### src/rtl/rtb_pkg.sv
// Shared constants, register selector type and control-word layout helpers
// for the buffered down-counter bank. Assumes a fixed channel count of five,
// with the last channel lacking an inverter bit.
package rtb_pkg;

    localparam int NUM_CH   = 5;
    localparam int CMP_CH   = NUM_CH - 1;
    localparam int CH_IDX_W = $clog2(NUM_CH);

    typedef enum logic [2:0] {
        RK_NONE,
        RK_PRESC,
        RK_DIV,
        RK_CTL,
        RK_CNTBUF,
        RK_CMPBUF,
        RK_LIVE
    } reg_kind_t;

    typedef struct packed {
        reg_kind_t             kind;
        logic [CH_IDX_W-1:0]   ch;
    } reg_sel_t;

    // Lowest control bit of channel n's field.
    function automatic int unsigned fld_base(int unsigned n);
        return (n == 0) ? 0 : 4 * n + 4;
    endfunction

    function automatic bit has_inv(int unsigned n);
        return n != NUM_CH - 1;
    endfunction

    function automatic int unsigned start_pos(int unsigned n);
        return fld_base(n);
    endfunction

    function automatic int unsigned load_pos(int unsigned n);
        return fld_base(n) + 1;
    endfunction

    function automatic int unsigned inv_pos(int unsigned n);
        return fld_base(n) + 2;
    endfunction

    // Without an inverter bit the auto-reload bit moves down one place.
    function automatic int unsigned rld_pos(int unsigned n);
        return has_inv(n) ? fld_base(n) + 3 : fld_base(n) + 2;
    endfunction

    // Mask of all implemented control bits.
    function automatic logic [31:0] ctl_mask();
        logic [31:0] m;
        m = '0;
        for (int unsigned n = 0; n < NUM_CH; n++) begin
            m[start_pos(n)] = 1'b1;
            m[load_pos(n)]  = 1'b1;
            m[rld_pos(n)]   = 1'b1;
            if (has_inv(n)) m[inv_pos(n)] = 1'b1;
        end
        return m;
    endfunction

endpackage

### src/rtl/rtb_addr_dec.sv
// Address decoder: turns a byte offset into a register kind and channel.
// Assumes word-aligned accesses; any offset with nonzero low bits, or one
// outside the map, decodes to RK_NONE.
module rtb_addr_dec
    import rtb_pkg::*;
#(
    parameter int ADDR_W = 8
) (
    input  logic [ADDR_W-1:0] addr,
    output reg_sel_t          sel
);

    localparam int WW = ADDR_W - 2;

    logic [WW-1:0] word;
    assign word = addr[ADDR_W-1:2];

    // Map the word index onto a register kind and channel number.
    always_comb begin
        sel.kind = RK_NONE;
        sel.ch   = '0;
        if (addr[1:0] == 2'b00) begin
            if (word == WW'(0)) sel.kind = RK_PRESC;
            if (word == WW'(1)) sel.kind = RK_DIV;
            if (word == WW'(2)) sel.kind = RK_CTL;
            for (int n = 0; n < CMP_CH; n++) begin
                if (word == WW'(3 + 3 * n)) begin
                    sel.kind = RK_CNTBUF;
                    sel.ch   = CH_IDX_W'(n);
                end
                if (word == WW'(4 + 3 * n)) begin
                    sel.kind = RK_CMPBUF;
                    sel.ch   = CH_IDX_W'(n);
                end
                if (word == WW'(5 + 3 * n)) begin
                    sel.kind = RK_LIVE;
                    sel.ch   = CH_IDX_W'(n);
                end
            end
            if (word == WW'(3 + 3 * CMP_CH)) begin
                sel.kind = RK_CNTBUF;
                sel.ch   = CH_IDX_W'(CMP_CH);
            end
            if (word == WW'(4 + 3 * CMP_CH)) begin
                sel.kind = RK_LIVE;
                sel.ch   = CH_IDX_W'(CMP_CH);
            end
        end
    end

endmodule

### src/rtl/rtb_channel.sv
// One down-counter channel. A load copies the buffer and takes priority over
// a tick in the same cycle. A tick while running decrements; a tick at zero
// is an expiry, which reloads when reload_en is set and otherwise holds zero.
// Assumes the parent removes 'run' after a non-reloading expiry.
module rtb_channel #(
    parameter int CNT_W = 32
) (
    input  logic             clk,
    input  logic             rst_n,
    input  logic             tick,
    input  logic             run,
    input  logic             load,
    input  logic             reload_en,
    input  logic [CNT_W-1:0] buf_val,
    output logic [CNT_W-1:0] count,
    output logic             hit,
    output logic             evt
);

    logic [CNT_W-1:0] count_q;
    logic             evt_q;

    assign hit   = run && tick && !load && (count_q == '0);
    assign count = count_q;
    assign evt   = evt_q;

    // Counter update: load, decrement, or reload on expiry.
    always_ff @(posedge clk) begin
        if (!rst_n) begin
            count_q <= '0;
        end else if (load) begin
            count_q <= buf_val;
        end else if (run && tick) begin
            if (count_q == '0) begin
                if (reload_en) count_q <= buf_val;
            end else begin
                count_q <= count_q - 1'b1;
            end
        end
    end

    // Expiry event register: one pulse per expiry.
    always_ff @(posedge clk) begin
        if (!rst_n) evt_q <= 1'b0;
        else        evt_q <= hit;
    end

    AST_LOAD_TAKES_BUF: assert property (@(posedge clk) disable iff (!rst_n)
        load |=> count_q == $past(buf_val));

    AST_HOLD_WHEN_IDLE: assert property (@(posedge clk) disable iff (!rst_n)
        (!run && !load) |=> $stable(count_q));

    AST_DEC_BY_ONE: assert property (@(posedge clk) disable iff (!rst_n)
        (run && tick && !load && count_q != '0) |=> count_q == $past(count_q) - 1'b1);

endmodule

### src/rtl/rtb_ctl_edge.sv
// Control-word edge logic for one channel: detects a rising manual-load bit
// between the stored and the incoming word, and flags a non-reloading expiry
// that must clear the stored start bit. Assumes compile-time bit positions.
module rtb_ctl_edge #(
    parameter int DATA_W   = 32,
    parameter int LOAD_BIT = 1,
    parameter int RLD_BIT  = 3
) (
    input  logic [DATA_W-1:0] ctl_q,
    input  logic [DATA_W-1:0] ctl_new,
    input  logic              ctl_wr,
    input  logic              hit,
    output logic              load,
    output logic              clr_start
);

    // Manual load on a 0-to-1 change of the load bit.
    always_comb load = ctl_wr && ctl_new[LOAD_BIT] && !ctl_q[LOAD_BIT];

    // Stop request on an expiry without auto-reload.
    always_comb clr_start = hit && !ctl_q[RLD_BIT];

endmodule

### src/rtl/reload_timer_bank.sv
// Five-channel buffered down-counter bank with a word-addressed register
// file. Holds the configuration words, the shared control word and the
// per-channel buffers; instantiates one counter per channel. Reads are
// combinational from the address. Assumes DATA_W >= 23 and CNT_W <= DATA_W.
module reload_timer_bank
    import rtb_pkg::*;
#(
    parameter int ADDR_W = 8,
    parameter int DATA_W = 32,
    parameter int CNT_W  = 32
) (
    input  logic              clk,
    input  logic              rst_n,
    input  logic              bus_wr,
    input  logic [ADDR_W-1:0] bus_addr,
    input  logic [DATA_W-1:0] bus_wdata,
    output logic [DATA_W-1:0] bus_rdata,
    input  logic [NUM_CH-1:0] tick_en,
    output logic [NUM_CH-1:0] expire_evt,
    output logic [CMP_CH-1:0] inv_sel,
    output logic [DATA_W-1:0] presc_cfg,
    output logic [DATA_W-1:0] div_cfg
);

    localparam logic [DATA_W-1:0] CTL_MASK = DATA_W'(ctl_mask());

    reg_sel_t          sel;
    logic [DATA_W-1:0] presc_q;
    logic [DATA_W-1:0] div_q;
    logic [DATA_W-1:0] ctl_q;
    logic [DATA_W-1:0] ctl_d;
    logic [DATA_W-1:0] ctl_new;
    logic              ctl_wr;
    logic [CNT_W-1:0]  cnt_buf [NUM_CH];
    logic [CNT_W-1:0]  cmp_buf [CMP_CH];
    logic [CNT_W-1:0]  cnt     [NUM_CH];
    logic [NUM_CH-1:0] hit;
    logic [NUM_CH-1:0] load;
    logic [NUM_CH-1:0] clr_start;

    rtb_addr_dec #(.ADDR_W(ADDR_W)) u_dec (
        .addr (bus_addr),
        .sel  (sel)
    );

    assign ctl_wr    = bus_wr && (sel.kind == RK_CTL);
    assign ctl_new   = bus_wdata & CTL_MASK;
    assign presc_cfg = presc_q;
    assign div_cfg   = div_q;

    // Configuration word storage.
    always_ff @(posedge clk) begin
        if (!rst_n) begin
            presc_q <= '0;
            div_q   <= '0;
        end else if (bus_wr) begin
            if (sel.kind == RK_PRESC) presc_q <= bus_wdata;
            if (sel.kind == RK_DIV)   div_q   <= bus_wdata;
        end
    end

    // Next control word: hardware start clears, overridden by a bus write.
    always_comb begin
        ctl_d = ctl_q;
        for (int unsigned n = 0; n < NUM_CH; n++) begin
            if (clr_start[n]) ctl_d[start_pos(n)] = 1'b0;
        end
        if (ctl_wr) ctl_d = ctl_new;
    end

    // Control word register.
    always_ff @(posedge clk) begin
        if (!rst_n) ctl_q <= '0;
        else        ctl_q <= ctl_d;
    end

    // Count and compare buffer storage.
    always_ff @(posedge clk) begin
        if (!rst_n) begin
            for (int n = 0; n < NUM_CH; n++) cnt_buf[n] <= '0;
            for (int n = 0; n < CMP_CH; n++) cmp_buf[n] <= '0;
        end else if (bus_wr) begin
            for (int n = 0; n < NUM_CH; n++) begin
                if (sel.kind == RK_CNTBUF && sel.ch == CH_IDX_W'(n))
                    cnt_buf[n] <= bus_wdata[CNT_W-1:0];
            end
            for (int n = 0; n < CMP_CH; n++) begin
                if (sel.kind == RK_CMPBUF && sel.ch == CH_IDX_W'(n))
                    cmp_buf[n] <= bus_wdata[CNT_W-1:0];
            end
        end
    end

    // Read data multiplexer.
    always_comb begin
        bus_rdata = '0;
        case (sel.kind)
            RK_PRESC: bus_rdata = presc_q;
            RK_DIV:   bus_rdata = div_q;
            RK_CTL:   bus_rdata = ctl_q;
            default:  bus_rdata = '0;
        endcase
        for (int n = 0; n < NUM_CH; n++) begin
            if (sel.ch == CH_IDX_W'(n)) begin
                if (sel.kind == RK_CNTBUF) bus_rdata = DATA_W'(cnt_buf[n]);
                if (sel.kind == RK_LIVE)   bus_rdata = DATA_W'(cnt[n]);
            end
        end
        for (int n = 0; n < CMP_CH; n++) begin
            if (sel.ch == CH_IDX_W'(n) && sel.kind == RK_CMPBUF)
                bus_rdata = DATA_W'(cmp_buf[n]);
        end
    end

    for (genvar g = 0; g < NUM_CH; g++) begin : gen_ch
        localparam int SB = int'(start_pos(g));
        localparam int LB = int'(load_pos(g));
        localparam int RB = int'(rld_pos(g));

        rtb_ctl_edge #(
            .DATA_W   (DATA_W),
            .LOAD_BIT (LB),
            .RLD_BIT  (RB)
        ) u_edge (
            .ctl_q     (ctl_q),
            .ctl_new   (ctl_new),
            .ctl_wr    (ctl_wr),
            .hit       (hit[g]),
            .load      (load[g]),
            .clr_start (clr_start[g])
        );

        rtb_channel #(.CNT_W(CNT_W)) u_chan (
            .clk       (clk),
            .rst_n     (rst_n),
            .tick      (tick_en[g]),
            .run       (ctl_q[SB]),
            .load      (load[g]),
            .reload_en (ctl_q[RB]),
            .buf_val   (cnt_buf[g]),
            .count     (cnt[g]),
            .hit       (hit[g]),
            .evt       (expire_evt[g])
        );

        AST_EVT_AFTER_ZERO: assert property (@(posedge clk) disable iff (!rst_n)
            expire_evt[g] |-> $past(cnt[g]) == '0);

        AST_STOP_CLEARS_START: assert property (@(posedge clk) disable iff (!rst_n)
            (hit[g] && !ctl_q[RB] && !ctl_wr) |=> !ctl_q[SB]);

        AST_RELOAD_KEEPS_RUN: assert property (@(posedge clk) disable iff (!rst_n)
            (hit[g] && ctl_q[RB] && !ctl_wr) |=> ctl_q[SB] && cnt[g] == $past(cnt_buf[g]));
    end

    for (genvar g = 0; g < CMP_CH; g++) begin : gen_inv
        assign inv_sel[g] = ctl_q[inv_pos(g)];
    end

    AST_CTL_MASKED: assert property (@(posedge clk) disable iff (!rst_n)
        (ctl_q & ~CTL_MASK) == '0);

endmodule

### config.mk
export PLATFORM = sky130hd
export DESIGN_NAME = reload_timer_bank
export DESIGN_NICKNAME = d
export VERILOG_FILES = /design/src/rtl/rtb_pkg.sv /design/src/rtl/rtb_addr_dec.sv /design/src/rtl/rtb_channel.sv /design/src/rtl/rtb_ctl_edge.sv /design/src/rtl/reload_timer_bank.sv
export SDC_FILE = /design/constraint.sdc
export NUM_CORES = 1
export LEC_CHECK = 0
export ABC_AREA = 1
export BUFFER_PORTS_ARGS = -buffer_cell sky130_fd_sc_hd__buf_2
export CAP_MARGIN = 25
export CORE_MARGIN = 2
export CORE_UTILIZATION = 35
export DETAILED_ROUTE_END_ITERATION = 8
export PLACE_DENSITY = 0.58
export SYNTH_ARGS = -nofsm -noshare
export SYNTH_HDL_FRONTEND = slang
export SYNTH_SLANG_ARGS = --single-unit
### constraint.sdc
create_clock -name clk -period 9.3 [get_ports clk]
set_input_delay 2.79 -clock clk [delete_from_list [all_inputs] [get_ports clk]]
set_output_delay 2.79 -clock clk [all_outputs]
set_load 0.005 [all_outputs]
==> metrics.cfg <==
[logic_synthesis]
synth-seq-cells = 536
yosys.area_share.adder_pct = 0.4373
synthSimpleGateAreaFrac_pct = 24.52
synth_cell_types = 54
syn_area_sq_mm = 0.02861
synth_compound_area_share_pct = 15.46
ys_seq_area_share_pct = 47.58
synth_top_family_by_area = simple AND/OR/NAND/NOR gates
synthXorXnorAreaFrac_pct = 3.459
synthMuxAreaShare_pct = 0
avgSynthCellArea_sq_um = 7.603
synth_warnings = 0
synth_edf_count = 288
syn_inst = 3763
async_reset_ff_share_pct = 0
ys.flop_type = edfxtp_1
syn-num-nets = 3821

[global_route]
grt_util_all_layers_pct = 27.25
antenna_found_initial = 5
grt-ovfl-total = 0
grt_pass1_wl_um = 172100
grt_start_max_net_pins = 72
grt_pass1_vias = 25490

[clock_network]
clock-root-buffer = clkbuf_16
clock_latency_ns = 0.65
post_cts_resized = 0
cts_buffer_depth = 3
clk_pin_slew_worst_paths_ns = 0.06
clock_sinks = 536
hold_buffers = 0
htreeDepth = 2
numCtsBuffers = 59
post_cts_buffers = 0
cts_tree = built

[power]
p_leak_nw = 13.58
p_sw_share_pct = 23.98
power_frac_seq_pct = 48.6
switchingPower_mw = 1.283
combPwrFrac_pct = 4.6
clkPwrFrac_pct = 46.8
p_int_mw = 4.066
power_density_mw_per_mm2 = 163.9
peakVddDrop_v = 0.0001403

[route]
firstDrtPassIters = 6
drt_iter0_drc = 3399
via_per_inst = 5.579
vias = 27710
drc = 0
wirelength_um = 118800
ant_nets = 0
routedWlPerCell_um = 23.93

[layout]
layout_commonest_cell = nand2_1
finalNetCount = 3914
area_growth_pct = 14.08
layout-drive-gt1-share_pct = 9.834
fill_cells = 8313
final_cell_mix = nand2_1, nor2_1, inv_1

[timing]
fin_tns_setup_ns = 0
skew_ns = 0.02647
finalMaxSlewViolations = 0
fin_crit_sh_pct = 98.34
fin_ws_ns = 0.1546
final-hold-violation-count = 0
setup_violations = 0
tightest_slew_ns = 1.161
relSlewSlack_pct = 22.32
min_period_ns = 9.145
rsz0062_at_grt = no
clock.fmax_mhz = 109.3

[floorplan]
die_height_um = 289.9
core-area_sq_mm = 0.08068
die-area_sq_mm = 0.08404
die_w_um = 289.9
ios = 153
start_util_pct = 35.46
rows = 104

[job]
maxCapViolations = 0

[placed_design]
gp_congestion = 0.9846
place_ws_ns = 0.3375
dpl.hpwl_um = 86370
portBuffers = 152

[outcome]
status = finished, final reports clean

[worst_setup_path]
critPathRequiredTime_ns = 6.51
path_class = input port to output pin
start_kind = input port
worstPathMaxFanout = 14
cp.arrival_ns = 6.36
endpoint_kind = output pin

[min_path]
hold_class = register to register

worst paths after layout:
| path | startpoint | to | slack (ns) | cells past startpoint |
|---|---|---|---|---|
| min | gen_ch[0].u_chan.count[30] | gen_ch[0].u_chan.count[30] | 0.47 | 2 |
| max reg2reg | gen_ch[0].u_chan.count[28] | gen_ch[0].u_chan.count[15] | 4.96 | 10 |
| max | bus_addr[5] | bus_rdata[11] | 0.15 | 17 |
| min reg2reg | gen_ch[0].u_chan.count[30] | gen_ch[0].u_chan.count[30] | 0.47 | 2 |
final cells by class:
class	instances	area, sq um	share of cell area (%)
Clock buffer	75	1568	4.804
Tap cell	1060	1326	4.064
Inverter	417	1565	4.796
Multi-Input combinational cell	2615	12650	38.77
Sequential cell	536	13610	41.71
Timing Repair Buffer	227	1470	4.504
Clock inverter	35	439.2	1.346
Antenna cell	1	2.502	0.007667
power groups by stage:
stage          clock network, mW  logic [mW]  registers (mW)
6_report                    2.50       0.247            2.60
5_1_grt                     2.60       0.265            2.60
4_1_cts                     2.51       0.243            2.60
3_5_place_dp                   0       0.242            2.65
3_3_place_gp                   0       0.242            2.65
2_1_floorplan                  0       0.132            2.63
through the flow:
| step | hold slack, ns | util, % | std cells | total power, mW | cell area [sq um] |
|---|---|---|---|---|---|
| after floorplan | 0.4445 | - | 3763 | 2.766 | 28610 |
| after global placement | 0.4547 | 37.85 | 4851 | 2.889 | 30530 |
| after global routing | 0.4855 | 40.45 | 4965 | 5.466 | 32640 |
| final | 0.4663 | 40.45 | 4966 | 5.348 | 32640 |
| after detailed placement | 0.4561 | 37.88 | 4852 | 2.888 | 30560 |
| after CTS | 0.4664 | 40.37 | 4962 | 5.353 | 32570 |
worst max-delay path: stages:
cell     delay [ns]
buf_2          0.14
nor2_1         0.24
nand3_1        0.16
nand2_1        0.16
nor2_4         0.07
nand2_2        0.11
nand2_1        0.16
nand2_1        0.45
inv_1          0.26
buf_4          0.28
nand2_1        0.07
o21ai_0        0.17
a21oi_1        0.39
nand4_1        0.42
nand2_1        0.20
nand4_1        0.11
buf_2          0.15
layer usage:
metal / vias up / track usage [%] / share of wire [%] / wire, um
li1: 12640 / - / - / -
met1: 13200 / 37.61 / 41 / 48710
met2: 1619 / 42.99 / 45 / 53080
met3: 240 / 4.672 / 11 / 12520
met4: 6 / 9.642 / 3.8 / 4497
met5: - / 0 / 0.029 / 34
cell families after synthesis:
| logic type | count (synthesis) |
|---|---|
| flops | 536 |
| buf+inv | 612 |
| simple gates | 1686 |
| fa+ha+maj | 10 |
| xor+xnor | 113 |
| compound gates | 806 |
flip-flops by register name, indices dropped and copies added, names as in the netlist:
name,flops
gen_ch.u_chan.count,160
cmp_buf,128
cnt_buf,160
ctl_q,19
presc_cfg,32
gen_ch.u_chan.evt,5
div_cfg,32
cell usage after synthesis, types with 16 or more instances:
| cell type | n | area [sq um] |
|---|---|---|
| nand2_1 | 693 | 2601 |
| nand4_1 | 83 | 519.3 |
| inv_1 | 403 | 1513 |
| o211ai_1 | 18 | 135.1 |
| o22ai_1 | 26 | 162.7 |
| a211oi_1 | 29 | 217.7 |
| xnor2_1 | 16 | 140.1 |
| o21ai_1 | 16 | 80.08 |
| nor2_1 | 676 | 2537 |
| a21oi_1 | 278 | 1391 |
| edfxtp_1 | 288 | 8648 |
| clkbuf_1 | 108 | 405.4 |
| buf_2 | 70 | 350.3 |
| dfxtp_1 | 248 | 4965 |
| nor3_1 | 56 | 280.3 |
| o21ai_0 | 342 | 1712 |
| xor2_1 | 97 | 849.6 |
| nand3_1 | 104 | 520.5 |
| a31oi_1 | 57 | 356.6 |
Note: power is estimated with default switching activity, not from simulation.
